[src/rtl/disp_flush_pkg.sv]
// Package: register addresses and gate bit positions shared by the flush
// controller, its checker and its bench. Assumes byte addressing, 32-bit words.
package disp_flush_pkg;
    localparam int ADDR_W = 12;
    localparam logic [ADDR_W-1:0] A_FLUSH_MAIN  = 12'h018;
    localparam logic [ADDR_W-1:0] A_MERGE_FLUSH = 12'h100;
    localparam logic [ADDR_W-1:0] A_OUT_FLUSH   = 12'h110;
    localparam logic [ADDR_W-1:0] A_GO          = 12'h01C;
    localparam logic [ADDR_W-1:0] A_ARM         = 12'h0D0;
    localparam logic [ADDR_W-1:0] A_SOFT_RST    = 12'h030;
    localparam logic [ADDR_W-1:0] A_PATH_MODE   = 12'h014;
    localparam logic [ADDR_W-1:0] A_MERGE_EN    = 12'h0E4;
    localparam logic [ADDR_W-1:0] A_OUT_EN      = 12'h0F4;
    localparam logic [ADDR_W-1:0] A_FETCH_EN    = 12'h0FC;
    localparam int MERGE_GATE_BIT = 23;
    localparam int OUT_GATE_BIT   = 31;
endpackage

[src/rtl/dpf_gated_mask.sv]
// Secondary pending mask: accumulates written unit bits and, on a frame
// strobe, emits them as a one-cycle pulse only if the gate bit is pending.
// Assumes clr dominates both write and strobe.
module dpf_gated_mask #(
    parameter int W = 4
) (
    input  logic         clk,
    input  logic         rst_n,
    input  logic         clr,
    input  logic         wr_en,
    input  logic [W-1:0] wr_bits,
    input  logic         apply,
    input  logic         gate,
    output logic [W-1:0] pend,
    output logic [W-1:0] pulse
);
    // Pending bits: strobe clears, a same-cycle write survives, clr empties.
    always_ff @(posedge clk) begin
        if (!rst_n || clr)
            pend <= '0;
        else
            pend <= (apply ? '0 : pend) | (wr_en ? wr_bits : '0);
    end

    // Update pulse: one cycle of the pending bits when gated on.
    always_ff @(posedge clk) begin
        if (!rst_n)
            pulse <= '0;
        else
            pulse <= (apply && gate) ? pend : '0;
    end
endmodule

[src/rtl/dpf_main_flush.sv]
// Main flush word, start pulse and prepare flag. Assumes the write strobes
// are already address-decoded and clr marks reset start or reset busy.
module dpf_main_flush (
    input  logic        clk,
    input  logic        rst_n,
    input  logic        clr,
    input  logic        wr_main,
    input  logic        wr_go,
    input  logic        wr_arm,
    input  logic [31:0] wdata,
    input  logic        strobe,
    output logic [31:0] pend_main,
    output logic [31:0] flush_pulse,
    output logic        start_pulse,
    output logic        armed
);
    // Pending main mask with accumulate, strobe clear and reset clear.
    always_ff @(posedge clk) begin
        if (!rst_n || clr)
            pend_main <= '0;
        else
            pend_main <= (strobe ? 32'd0 : pend_main) | (wr_main ? wdata : 32'd0);
    end

    // Main pulses for the cycle after the strobe.
    always_ff @(posedge clk) begin
        if (!rst_n)
            flush_pulse <= '0;
        else
            flush_pulse <= strobe ? pend_main : 32'd0;
    end

    // Start pulse from a write of bit 0.
    always_ff @(posedge clk) begin
        if (!rst_n)
            start_pulse <= 1'b0;
        else
            start_pulse <= wr_go && wdata[0];
    end

    // Prepare flag: set by write, cleared by strobe or reset.
    always_ff @(posedge clk) begin
        if (!rst_n || clr)
            armed <= 1'b0;
        else if (wr_arm && wdata[0])
            armed <= 1'b1;
        else if (strobe)
            armed <= 1'b0;
    end
endmodule

[src/rtl/dpf_reset_timer.sv]
// Self-clearing software reset: a request loads a down-counter and busy holds
// while it is non-zero. Requests while busy are ignored. Assumes RST_CYCLES >= 1.
module dpf_reset_timer #(
    parameter int RST_CYCLES = 12
) (
    input  logic clk,
    input  logic rst_n,
    input  logic req,
    output logic start,
    output logic busy
);
    localparam int CW = $clog2(RST_CYCLES + 1);
    logic [CW-1:0] cnt;

    assign busy  = (cnt != '0);
    assign start = req && !busy;

    // Down-counter for the reset window.
    always_ff @(posedge clk) begin
        if (!rst_n)
            cnt <= '0;
        else if (start)
            cnt <= CW'(RST_CYCLES);
        else if (busy)
            cnt <= cnt - 1'b1;
    end
endmodule

[src/rtl/dpf_cfg_regs.sv]
// Plain configuration storage: path mode, merge and interface enables, fetch
// enables. Assumes write strobes are address-decoded.
module dpf_cfg_regs #(
    parameter int N_MERGE = 4,
    parameter int N_INTF  = 8
) (
    input  logic               clk,
    input  logic               rst_n,
    input  logic               wr_mode,
    input  logic               wr_menb,
    input  logic               wr_ienb,
    input  logic               wr_fetch,
    input  logic [31:0]        wdata,
    output logic [31:0]        top_cfg,
    output logic [N_MERGE-1:0] merge_active,
    output logic [N_INTF-1:0]  intf_active,
    output logic [31:0]        fetch_active
);
    // Store each word on its write strobe.
    always_ff @(posedge clk) begin
        if (!rst_n) begin
            top_cfg      <= '0;
            merge_active <= '0;
            intf_active  <= '0;
            fetch_active <= '0;
        end else begin
            if (wr_mode)  top_cfg      <= wdata;
            if (wr_menb)  merge_active <= wdata[N_MERGE-1:0];
            if (wr_ienb)  intf_active  <= wdata[N_INTF-1:0];
            if (wr_fetch) fetch_active <= wdata;
        end
    end
endmodule

[src/rtl/disp_path_flush.sv]
// Top: decodes the register port, holds pending flushes per frame and drives
// unit update pulses. Assumes N_MERGE and N_INTF are each 1..32.
module disp_path_flush
    import disp_flush_pkg::*;
#(
    parameter int N_MERGE    = 4,
    parameter int N_INTF     = 8,
    parameter int RST_CYCLES = 12
) (
    input  logic               clk,
    input  logic               rst_n,
    input  logic [ADDR_W-1:0]  bus_addr,
    input  logic               bus_wr,
    input  logic [31:0]        bus_wdata,
    output logic [31:0]        bus_rdata,
    input  logic               frame_strobe,
    output logic [31:0]        flush_pulse,
    output logic [N_MERGE-1:0] merge_pulse,
    output logic [N_INTF-1:0]  intf_pulse,
    output logic               start_pulse,
    output logic               trigger_armed,
    output logic               reset_busy,
    output logic [31:0]        top_cfg,
    output logic [N_MERGE-1:0] merge_active,
    output logic [N_INTF-1:0]  intf_active,
    output logic [31:0]        fetch_active
);
    logic [31:0]        pend_main;
    logic [N_MERGE-1:0] pend_merge;
    logic [N_INTF-1:0]  pend_intf;
    logic               rst_start;
    logic               clr;

    // Write decode.
    logic wr_main, wr_merge, wr_intf, wr_go, wr_arm, wr_rst;
    logic wr_mode, wr_menb, wr_ienb, wr_fetch;
    assign wr_main  = bus_wr && (bus_addr == A_FLUSH_MAIN);
    assign wr_merge = bus_wr && (bus_addr == A_MERGE_FLUSH);
    assign wr_intf  = bus_wr && (bus_addr == A_OUT_FLUSH);
    assign wr_go    = bus_wr && (bus_addr == A_GO);
    assign wr_arm   = bus_wr && (bus_addr == A_ARM);
    assign wr_rst   = bus_wr && (bus_addr == A_SOFT_RST);
    assign wr_mode  = bus_wr && (bus_addr == A_PATH_MODE);
    assign wr_menb  = bus_wr && (bus_addr == A_MERGE_EN);
    assign wr_ienb  = bus_wr && (bus_addr == A_OUT_EN);
    assign wr_fetch = bus_wr && (bus_addr == A_FETCH_EN);

    assign clr = rst_start || reset_busy;

    dpf_reset_timer #(.RST_CYCLES(RST_CYCLES)) u_rst (
        .clk(clk), .rst_n(rst_n), .req(wr_rst && bus_wdata[0]),
        .start(rst_start), .busy(reset_busy)
    );

    dpf_main_flush u_main (
        .clk(clk), .rst_n(rst_n), .clr(clr), .wr_main(wr_main),
        .wr_go(wr_go), .wr_arm(wr_arm), .wdata(bus_wdata),
        .strobe(frame_strobe), .pend_main(pend_main),
        .flush_pulse(flush_pulse), .start_pulse(start_pulse),
        .armed(trigger_armed)
    );

    // One gated secondary mask per unit family.
    generate
        for (genvar g = 0; g < 2; g++) begin : g_sec
            if (g == 0) begin : g_merge
                dpf_gated_mask #(.W(N_MERGE)) u_mask (
                    .clk(clk), .rst_n(rst_n), .clr(clr), .wr_en(wr_merge),
                    .wr_bits(bus_wdata[N_MERGE-1:0]), .apply(frame_strobe),
                    .gate(pend_main[MERGE_GATE_BIT]), .pend(pend_merge),
                    .pulse(merge_pulse)
                );
            end else begin : g_intf
                dpf_gated_mask #(.W(N_INTF)) u_mask (
                    .clk(clk), .rst_n(rst_n), .clr(clr), .wr_en(wr_intf),
                    .wr_bits(bus_wdata[N_INTF-1:0]), .apply(frame_strobe),
                    .gate(pend_main[OUT_GATE_BIT]), .pend(pend_intf),
                    .pulse(intf_pulse)
                );
            end
        end
    endgenerate

    dpf_cfg_regs #(.N_MERGE(N_MERGE), .N_INTF(N_INTF)) u_cfg (
        .clk(clk), .rst_n(rst_n), .wr_mode(wr_mode), .wr_menb(wr_menb),
        .wr_ienb(wr_ienb), .wr_fetch(wr_fetch), .wdata(bus_wdata),
        .top_cfg(top_cfg), .merge_active(merge_active),
        .intf_active(intf_active), .fetch_active(fetch_active)
    );

    // Read mux; unmapped addresses return zero.
    always_comb begin
        case (bus_addr)
            A_FLUSH_MAIN:  bus_rdata = pend_main;
            A_MERGE_FLUSH: bus_rdata = 32'(pend_merge);
            A_OUT_FLUSH:   bus_rdata = 32'(pend_intf);
            A_ARM:         bus_rdata = 32'(trigger_armed);
            A_SOFT_RST:    bus_rdata = 32'(reset_busy);
            A_PATH_MODE:   bus_rdata = top_cfg;
            A_MERGE_EN:    bus_rdata = 32'(merge_active);
            A_OUT_EN:      bus_rdata = 32'(intf_active);
            A_FETCH_EN:    bus_rdata = fetch_active;
            default:       bus_rdata = 32'd0;
        endcase
    end
endmodule

[config.mk]
export PLATFORM = sky130hd
export DESIGN_NAME = disp_path_flush
export DESIGN_NICKNAME = d
export VERILOG_FILES = /design/src/rtl/disp_flush_pkg.sv /design/src/rtl/dpf_gated_mask.sv /design/src/rtl/dpf_main_flush.sv /design/src/rtl/dpf_reset_timer.sv /design/src/rtl/dpf_cfg_regs.sv /design/src/rtl/disp_path_flush.sv
export SDC_FILE = /design/constraint.sdc
export NUM_CORES = 1
export LEC_CHECK = 0
export BUFFER_PORTS_ARGS = -buffer_cell sky130_fd_sc_hd__buf_2
export CORE_UTILIZATION = 55
export DETAILED_ROUTE_END_ITERATION = 6
export GPL_ROUTABILITY_DRIVEN = 1
export PLACE_DENSITY = 0.83
export SYNTH_ARGS = -nofsm -noshare
export SYNTH_HDL_FRONTEND = slang
export SYNTH_HIERARCHICAL = 1
export SYNTH_SLANG_ARGS = --single-unit
[constraint.sdc]
create_clock -name clk -period 5.9 [get_ports clk]
set_clock_uncertainty 0.2 [all_clocks]
set_input_delay 1.475 -clock clk [delete_from_list [all_inputs] [get_ports clk]]
set_output_delay 1.475 -clock clk [all_outputs]
set_load 0.005 [all_outputs]
==> flow_summary.ini, run 1 <==
[grt]
grt_pass1_wl_um = 28870
grt_max_degree = 97
grt_pass1_vias = 5475
grt-ovfl-total = 0
antenna_found_initial = 0
track_usage_pct = 26.52

[synth]
synthSimpleGateAreaFrac_pct = 24.92
synth_xor_area_share_pct = 0
yosysTopAreaCellShare_pct = 46.02
synth_compound_gate_area_share_pct = 11.90
syn_inst = 709
synth-seq-area-share_pct = 46.02
synth-adder-area-share_pct = 0.1692
ys_ff_latch = 170
avgSynthCellArea_um2 = 10.43
synth_edf_count = 0
synth_area_leaders = dfxtp_1 46%, mux2i_1 11%, nor2b_1 6.6%, a21oi_2 3.6%, nand2b_1 3.6%
synth_largest_area_cell = dfxtp_1
yosysWarnings = 6
synth_top_family_by_area = simple AND/OR/NAND/NOR gates
synthesis.nets = 758
synthesis.area_um2 = 7395
synthArstFlopShare_pct = 0
synth.distinct_cells = 63
synth_flop_cell = dfxtp_1
synthMuxAreaShare_pct = 11.39

[placement]
gp_congestion = 0.8821
hpwl_um = 12200
postPlaceCellArea_um2 = 8305
numPortBuffers = 202
place_inst = 1046
preCtsSetupSlack_ns = 0.9974

[power]
p_total_mw = 2.558
powerDensity_nw_per_um2 = 287.3
ir_drop_uv = 228.4
power.leakage_nw = 3.701

[sta]
fin_crit_ns = 4.903
hold_viol = 0
worst_pin_slew_ns = 1.135
setup_slack_ns = 0.9974
whs_ns = 0.3012
fmax_ghz = 0.2040
slew_viol_final = 0
relSlewSlack_pct = 24.35
finalSetupViolCount = 0
period_share_pct = 83.10
rsz0062_at_grt = false
fin_setup_tns_ns = 0

[cts]
post_cts_buffers = 0
cts_tree = yes
cts_root_buffer = clkbuf_16
htreeDepth = 4
clock_latency_ns = 0.43
clkTransAtPathRegs_ns = 0.06
numCtsBuffers = 17
clock-sinks = 170
clockBufferDepth = 2
ctsHoldBuffers = 0
cts_resized = 0

[routing]
vias = 5886
viasPerCell = 5.460
drc = 0
drtAntennaViolNets = 0
wl_per_cell_um = 17.14
drt_pass1_iterations = 7
routed_wirelength_um = 18480
dr.first_iter.drc_count = 501

[hold_path]
min_to = u_main/pend_main[22]
hp-class = register to register
hp-start = u_main/pend_main[22]
hold_depth = 2

[critical_path]
cp_max_fo = 28
rr_endpoint = u_main/pend_main[23]
arrival_ns = 3.23
r2r_slack_ns = 3.20
worst_setup_path_start_kind = input pin
timing.rr.start = u_rst/cnt[0]
worst_r2r_path_depth = 7
endpoint_kind = output pin
crit_required_ns = 4.22
critPathKind = input pin to output pin

[final_layout]
fin_area_um2 = 8905
layout.cells.non_filler = 1078
drive_gt1_share_pct = 36.31
layout_commonest_cell = buf_2
final_cell_mix = 202 x buf_2, 170 x dfxtp_1, 83 x mux2i_1
diodes = 0
final_util_pct = 69.16
finish.net_count = 942
synthToLayoutAreaGrowth_pct = 20.42

[floorplan]
rows = 41
start_util_pct = 57.43
die_y_um = 118.0
io_pins = 203
dieWidth_um = 118.0
design.die.area_um2 = 13910
core_area_um2 = 12880

[job]
maxCapViolCount = 0

[run_status]
status = complete, no violations
## state kept, by name, indices dropped and copies added, names as in the netlist, 4 cells and up
signal and count:
g_sec.g_intf.u_mask/pend 8, g_sec.g_intf.u_mask/pulse 8, g_sec.g_merge.u_mask/pend 4, g_sec.g_merge.u_mask/pulse 4
u_cfg/fetch_active 32, u_cfg/intf_active 8, u_cfg/merge_active 4, u_cfg/top_cfg 32
u_main/flush_pulse 32, u_main/pend_main 32, u_rst/cnt 4
## cells by family after synthesis
family / Yosys count
AO/OA/AOI/OAI: 104
adder cells (fa/ha/maj): 1
buffers and inverters: 53
flip-flops: 170
multiplexers: 84
AND/OR/NAND/NOR: 297
## worst max-delay path by stage
stage | from | endpoint | depth (start not counted) | slack [ns]
2_1_floorplan | bus_addr[9] | bus_rdata[8] | 4 | 1.40
3_3_place_gp | bus_addr[8] | bus_rdata[23] | 7 | 1.03
3_5_place_dp | bus_addr[8] | bus_rdata[24] | 7 | 1.0
4_1_cts | bus_addr[8] | bus_rdata[24] | 7 | 1.00
5_1_grt | bus_addr[3] | bus_rdata[5] | 6 | 0.83
6_report | bus_addr[8] | bus_rdata[24] | 7 | 1.0
## where the power goes
part           switching [mW]  internal, mW  leakage, nW
Clock                   0.461         0.666        0.294
Combinational           0.165        0.0927         2.04
Sequential             0.0135          1.16         1.37
Total                   0.640          1.92         3.70
## metal layers
metal  GRT usage [%]  wire length (um)
met1           33.22              8147
met2           42.87              8713
met3           7.607              1316
met4           10.42               305
met5               0                 0
## final cells by class
type	instances	area (um^2)
clock buffers	17	425.4
clock inverters	15	173.9
fillers	984	3971
inverters	7	26.28
multi-input cells	486	3582
flip-flops and latches	170	3403
well taps	172	215.2
repair buffers	211	1079
## synthesized netlist by cell type (3+ instances only)
library cell and instances:
a221o_1 4, buf_2 11, nand3_1 4, buf_4 3, and2_0 19, o22ai_1 4
clkbuf_1 13, o2bb2ai_1 6, a22oi_1 7, nand2_1 47, a21oi_1 16, buf_12 6
dfxtp_1 170, and3_1 38, nand2b_2 7, inv_1 6, mux2i_1 83, a21o_1 4
nor3_1 3, a221o_2 23, buf_8 3, nand2b_1 42, buf_6 7, nor2b_1 78
nor4_1 3, and2_2 3, a21oi_2 30, nor2_1 6, and2_1 19
## worst max-delay path, stage by stage
cell and delay, ns:
buf_2 0.14, or4_4 0.56, nor4_4 0.25, buf_4 0.38, and2_2 0.21, a221o_1 0.10, buf_2 0.11
Note: power is estimated with default switching activity, not from simulation.
==> run 2: changes to the inputs <==
--- a/config.mk
+++ b/config.mk
@@ -6,10 +6,10 @@
 export NUM_CORES = 1
 export LEC_CHECK = 0
 export BUFFER_PORTS_ARGS = -buffer_cell sky130_fd_sc_hd__buf_2
-export CORE_UTILIZATION = 55
+export CORE_UTILIZATION = 47
 export DETAILED_ROUTE_END_ITERATION = 6
 export GPL_ROUTABILITY_DRIVEN = 1
-export PLACE_DENSITY = 0.83
+export PLACE_DENSITY = 0.76
 export SYNTH_ARGS = -nofsm -noshare
 export SYNTH_HDL_FRONTEND = slang
 export SYNTH_HIERARCHICAL = 1
==> constraint.sdc (replaced) <==
create_clock -name clk -period 4.5 [get_ports clk]
set_clock_uncertainty 0.2 [all_clocks]
set_input_delay 1.125 -clock clk [delete_from_list [all_inputs] [get_ports clk]]
set_output_delay 1.125 -clock clk [all_outputs]
set_load 0.005 [all_outputs]
==> flow_summary.ini, run 2 (same netlist as run 1, synthesis figures left out) <==
[routing]
drtAntennaViolNets = 0
vias = 5824
dr.first_iter.drc_count = 302
drt_pass1_iterations = 5
viasPerCell = 5.172
wl_per_cell_um = 16.58
drc = 0
routed_wirelength_um = 18670

[cts]
clkTransAtPathRegs_ns = 0.07
clock-sinks = 170
post_cts_buffers = 0
ctsHoldBuffers = 0
htreeDepth = 4
cts_tree = yes
clock_latency_ns = 0.42
cts_root_buffer = clkbuf_16
numCtsBuffers = 17
cts_resized = 0
clockBufferDepth = 2

[sta]
setup_slack_ns = 0.4087
period_share_pct = 90.92
fin_crit_ns = 4.091
worst_pin_slew_ns = 0.8272
hold_viol = 0
fmax_ghz = 0.2444
relSlewSlack_pct = 44.86
slew_viol_final = 0
rsz0062_at_grt = false
finalSetupViolCount = 0
fin_setup_tns_ns = 0

[grt]
antenna_found_initial = 0
grt_pass1_wl_um = 28970
track_usage_pct = 23.00
grt_max_degree = 58
grt-ovfl-total = 0
grt_pass1_vias = 5409

[final_layout]
diodes = 0
nFillCells = 1346
fin_area_um2 = 9116
final_util_pct = 59.75
final_cell_mix = 202 x buf_2, 170 x dfxtp_1, 83 x mux2i_1
layout_commonest_cell = buf_2
drive_gt1_share_pct = 36.83
synthToLayoutAreaGrowth_pct = 23.28
finish.net_count = 951

[placement]
postPlaceCellArea_um2 = 8472
hpwl_um = 12660
numPortBuffers = 202
gp_congestion = 0.8872
preCtsSetupSlack_ns = 0.4166

[floorplan]
core_area_um2 = 15260
design.die.area_um2 = 16240
dieWidth_um = 127.4
rows = 45
start_util_pct = 48.46
die_y_um = 127.4
io_pins = 203

[hold_path]
hp-class = register to register

[critical_path]
worst_setup_path_start_kind = input pin
critPathKind = input pin to output pin
crit_required_ns = 3.17
endpoint_kind = output pin
arrival_ns = 2.77
cp_max_fo = 8

[job]
maxCapViolCount = 0

[power]
ir_drop_uv = 249.1
powerDensity_nw_per_um2 = 381.9
power.leakage_nw = 3.763
p_total_mw = 3.481

[run_status]
status = complete, no violations
-- run 2: cell types whose count changed in the layout (fill, tap and decap cells not counted) --
cell and change:
buf_4 +5, clkinv_2 -5, buf_12 +4, clkbuf_8 +2
clkinvlp_4 +2, bufinv_16 +1, clkbuf_1 +1, clkinv_4 -1
inv_6 -1, inv_8 +1
-- run 2: final cells by class --
| class | count | area, um^2 | area share, % |
|---|---|---|---|
| Clock buffer | 20 | 456.7 | 5.010 |
| Clock inverter | 12 | 187.7 | 2.059 |
| Tap cell | 211 | 264.0 | 2.896 |
| Timing Repair Buffer | 220 | 1196 | 13.12 |
| Multi-Input combinational cell | 486 | 3582 | 39.29 |
| Inverter | 7 | 26.28 | 0.2882 |
| Sequential cell | 170 | 3403 | 37.33 |
-- run 2: power breakdown --
part           switching [mW]  internal (mW)
Combinational           0.226          0.134
Clock                   0.615          0.967
Sequential             0.0191           1.52
-- run 2: final timing paths --
kind              depth (start not counted)                  from                    to  slack [ns]
hold / removal                            2  u_main/pend_main[22]  u_main/pend_main[22]        0.29
hold reg to reg                           2  u_main/pend_main[22]  u_main/pend_main[22]        0.29
setup reg to reg                          8          u_rst/cnt[0]  u_main/pend_main[13]        2.28
setup / recovery                          6           bus_addr[8]          bus_rdata[7]        0.41
-- run 2: stage by stage --
step / hold slack [ns] / std cells
3_5_place_dp: 0.2750 / 1094
4_1_cts: 0.2871 / 1126
3_3_place_gp: 0.2715 / 1094
2_1_floorplan: 0.2456 / 709
6_report: 0.2863 / 1126
5_1_grt: 0.3034 / 1126
-- run 2: worst max-delay path, cell delays in order --
cell and delay [ns]:
buf_2 0.15, or4_4 0.56, or4_4 0.54, o22ai_1 0.18
a21o_1 0.11, buf_2 0.11
-- run 2: layer usage --
metal / up-vias / wire length, um / GRT usage (%)
met3: 19 / 1223 / 5.402
met1: 2744 / 8603 / 29.99
met2: 199 / 8577 / 37.16
met5: - / 0 / 0
met4: 0 / 265 / 8.193
li1: 2862 / - / -
==> run 3: changes to the inputs <==
--- a/config.mk
+++ b/config.mk
@@ -9,7 +9,7 @@
 export CORE_UTILIZATION = 47
 export DETAILED_ROUTE_END_ITERATION = 6
 export GPL_ROUTABILITY_DRIVEN = 1
-export PLACE_DENSITY = 0.76
+export PLACE_DENSITY_LB_ADDON = 0.05
 export SYNTH_ARGS = -nofsm -noshare
 export SYNTH_HDL_FRONTEND = slang
 export SYNTH_HIERARCHICAL = 1
==> flow_summary.ini, run 3 (same netlist as run 1, synthesis figures left out) <==
[sta]
finalSetupViolCount = 0
fin_setup_tns_ns = 0
rsz0062_at_grt = false
setup_slack_ns = 0.3443
whs_ns = 0.2979
worst_pin_slew_ns = 0.8558
relSlewSlack_pct = 42.95
fmax_ghz = 0.2406
fin_crit_ns = 4.156
slew_viol_final = 0
hold_viol = 0
period_share_pct = 92.35

[placement]
hpwl_um = 13440
place_inst = 1092
postPlaceCellArea_um2 = 8457
gp_congestion = 0.8955
preCtsSetupSlack_ns = 0.3312
numPortBuffers = 202

[grt]
grt_pass1_wl_um = 30190
track_usage_pct = 24.19
grt_max_degree = 57
grt-ovfl-total = 0
antenna_found_initial = 0
grt_pass1_vias = 5635

[final_layout]
finish.net_count = 949
layout_commonest_cell = buf_2
synthToLayoutAreaGrowth_pct = 21.61
diodes = 0
drive_gt1_share_pct = 36.44
final_util_pct = 58.93
final_cell_mix = 202 x buf_2, 170 x dfxtp_1, 83 x mux2i_1
fin_area_um2 = 8992
layout.cells.non_filler = 1122

[floorplan]
design.die.area_um2 = 16240
die_y_um = 127.4
core_area_um2 = 15260
io_pins = 203
start_util_pct = 48.46
dieWidth_um = 127.4
rows = 45

[critical_path]
crit_slowest_cell = nor4_2
critPathMaxStageDelay_ns = 0.44
endpoint_kind = output pin
critPathKind = input pin to output pin
path_delay_family = simple AND/OR/NAND/NOR gates
worst_r2r_path_depth = 8
crit_required_ns = 3.17
path_common_cell = buf_2
cp.depth = 7
worst_setup_path_start_kind = input pin
path_buf_inv = 3
cp_max_fo = 25
worstPathCellList = buf_2 -> nor4_2 -> nand4_1 -> nor2_2 -> buf_12 -> a221o_1 -> buf_2
arrival_ns = 2.83

[power]
ir_drop_uv = 318.2
p_total_mw = 3.246
power.leakage_nw = 3.721
powerDensity_nw_per_um2 = 361.0

[cts]
ctsHoldBuffers = 0
clockBufferDepth = 2
cts_root_buffer = clkbuf_16
post_cts_buffers = 0
clkTransAtPathRegs_ns = 0.06
numCtsBuffers = 17
htreeDepth = 4
cts_tree = yes
cts_resized = 0
clock_latency_ns = 0.42
clock-sinks = 170

[job]
maxCapViolCount = 0

[routing]
routed_wirelength_um = 19450
wl_per_cell_um = 17.34
drtAntennaViolNets = 0
dr.first_iter.drc_count = 301
viasPerCell = 5.196
vias = 5830
drc = 0
drt_pass1_iterations = 5

[hold_path]
hold_depth = 2
hp-class = register to register

[run_status]
status = complete, no violations
[run 3: cell count changes in the layout (fill, tap and decap cells not counted)]
cell        before  now
clkinv_2         0    6
bufinv_16        4    1
buf_4           14   12
clkinvlp_4       4    2
inv_6            2    0
clkbuf_1         1    2
clkinv_4         1    0
inv_8            1    0
[run 3: report_power, final]
group | leakage [nW] | switching [mW] | total (mW) | internal, mW
registers | 1.37 | 0.0170 | 1.54 | 1.52
clock network | 0.264 | 0.564 | 1.34 | 0.778
logic | 2.09 | 0.226 | 0.366 | 0.140
total | 3.72 | 0.807 | 3.25 | 2.44
[run 3: path summary, 6_finish.rpt]
check | startpoint | to | slack [ns]
worst max-delay path | bus_addr[8] | bus_rdata[24] | 0.34
worst min-delay path | g_sec[1].g_intf.u_mask/pend[2] | g_sec[1].g_intf.u_mask/pend[2] | 0.30
worst max register to register | u_rst/cnt[0] | u_main/pend_main[6] | 2.31
worst min register to register | g_sec[1].g_intf.u_mask/pend[2] | g_sec[1].g_intf.u_mask/pend[2] | 0.30
[run 3: worst register-to-register path, stage by stage, from the launching register on]
cell      delay [ns]
dfxtp_1         0.33
inv_1           0.09
ha_1            0.21
nor3b_4         0.27
inv_2           0.11
or2_2           0.32
nand2b_2        0.20
buf_12          0.23
a21oi_2         0.15
[run 3: final cells by class]
type                    instances  area [um^2]
clock buffers                  21        460.4
clock inverters                 9        75.07
fillers                      1366         6266
inverters                       7        26.28
multi-input cells             486         3582
flip-flops and latches        170         3403
well taps                     211        264.0
repair buffers                218         1181
[run 3: per-layer routing]
| metal | up-vias | global-route usage, % | routed length, um |
|---|---|---|---|
| met2 | 181 | 40.76 | 9361 |
| met1 | 2785 | 30.56 | 8671 |
| met5 | - | 0 | 0 |
| met4 | 0 | 7.143 | 199 |
| li1 | 2848 | - | - |
| met3 | 16 | 5.946 | 1219 |
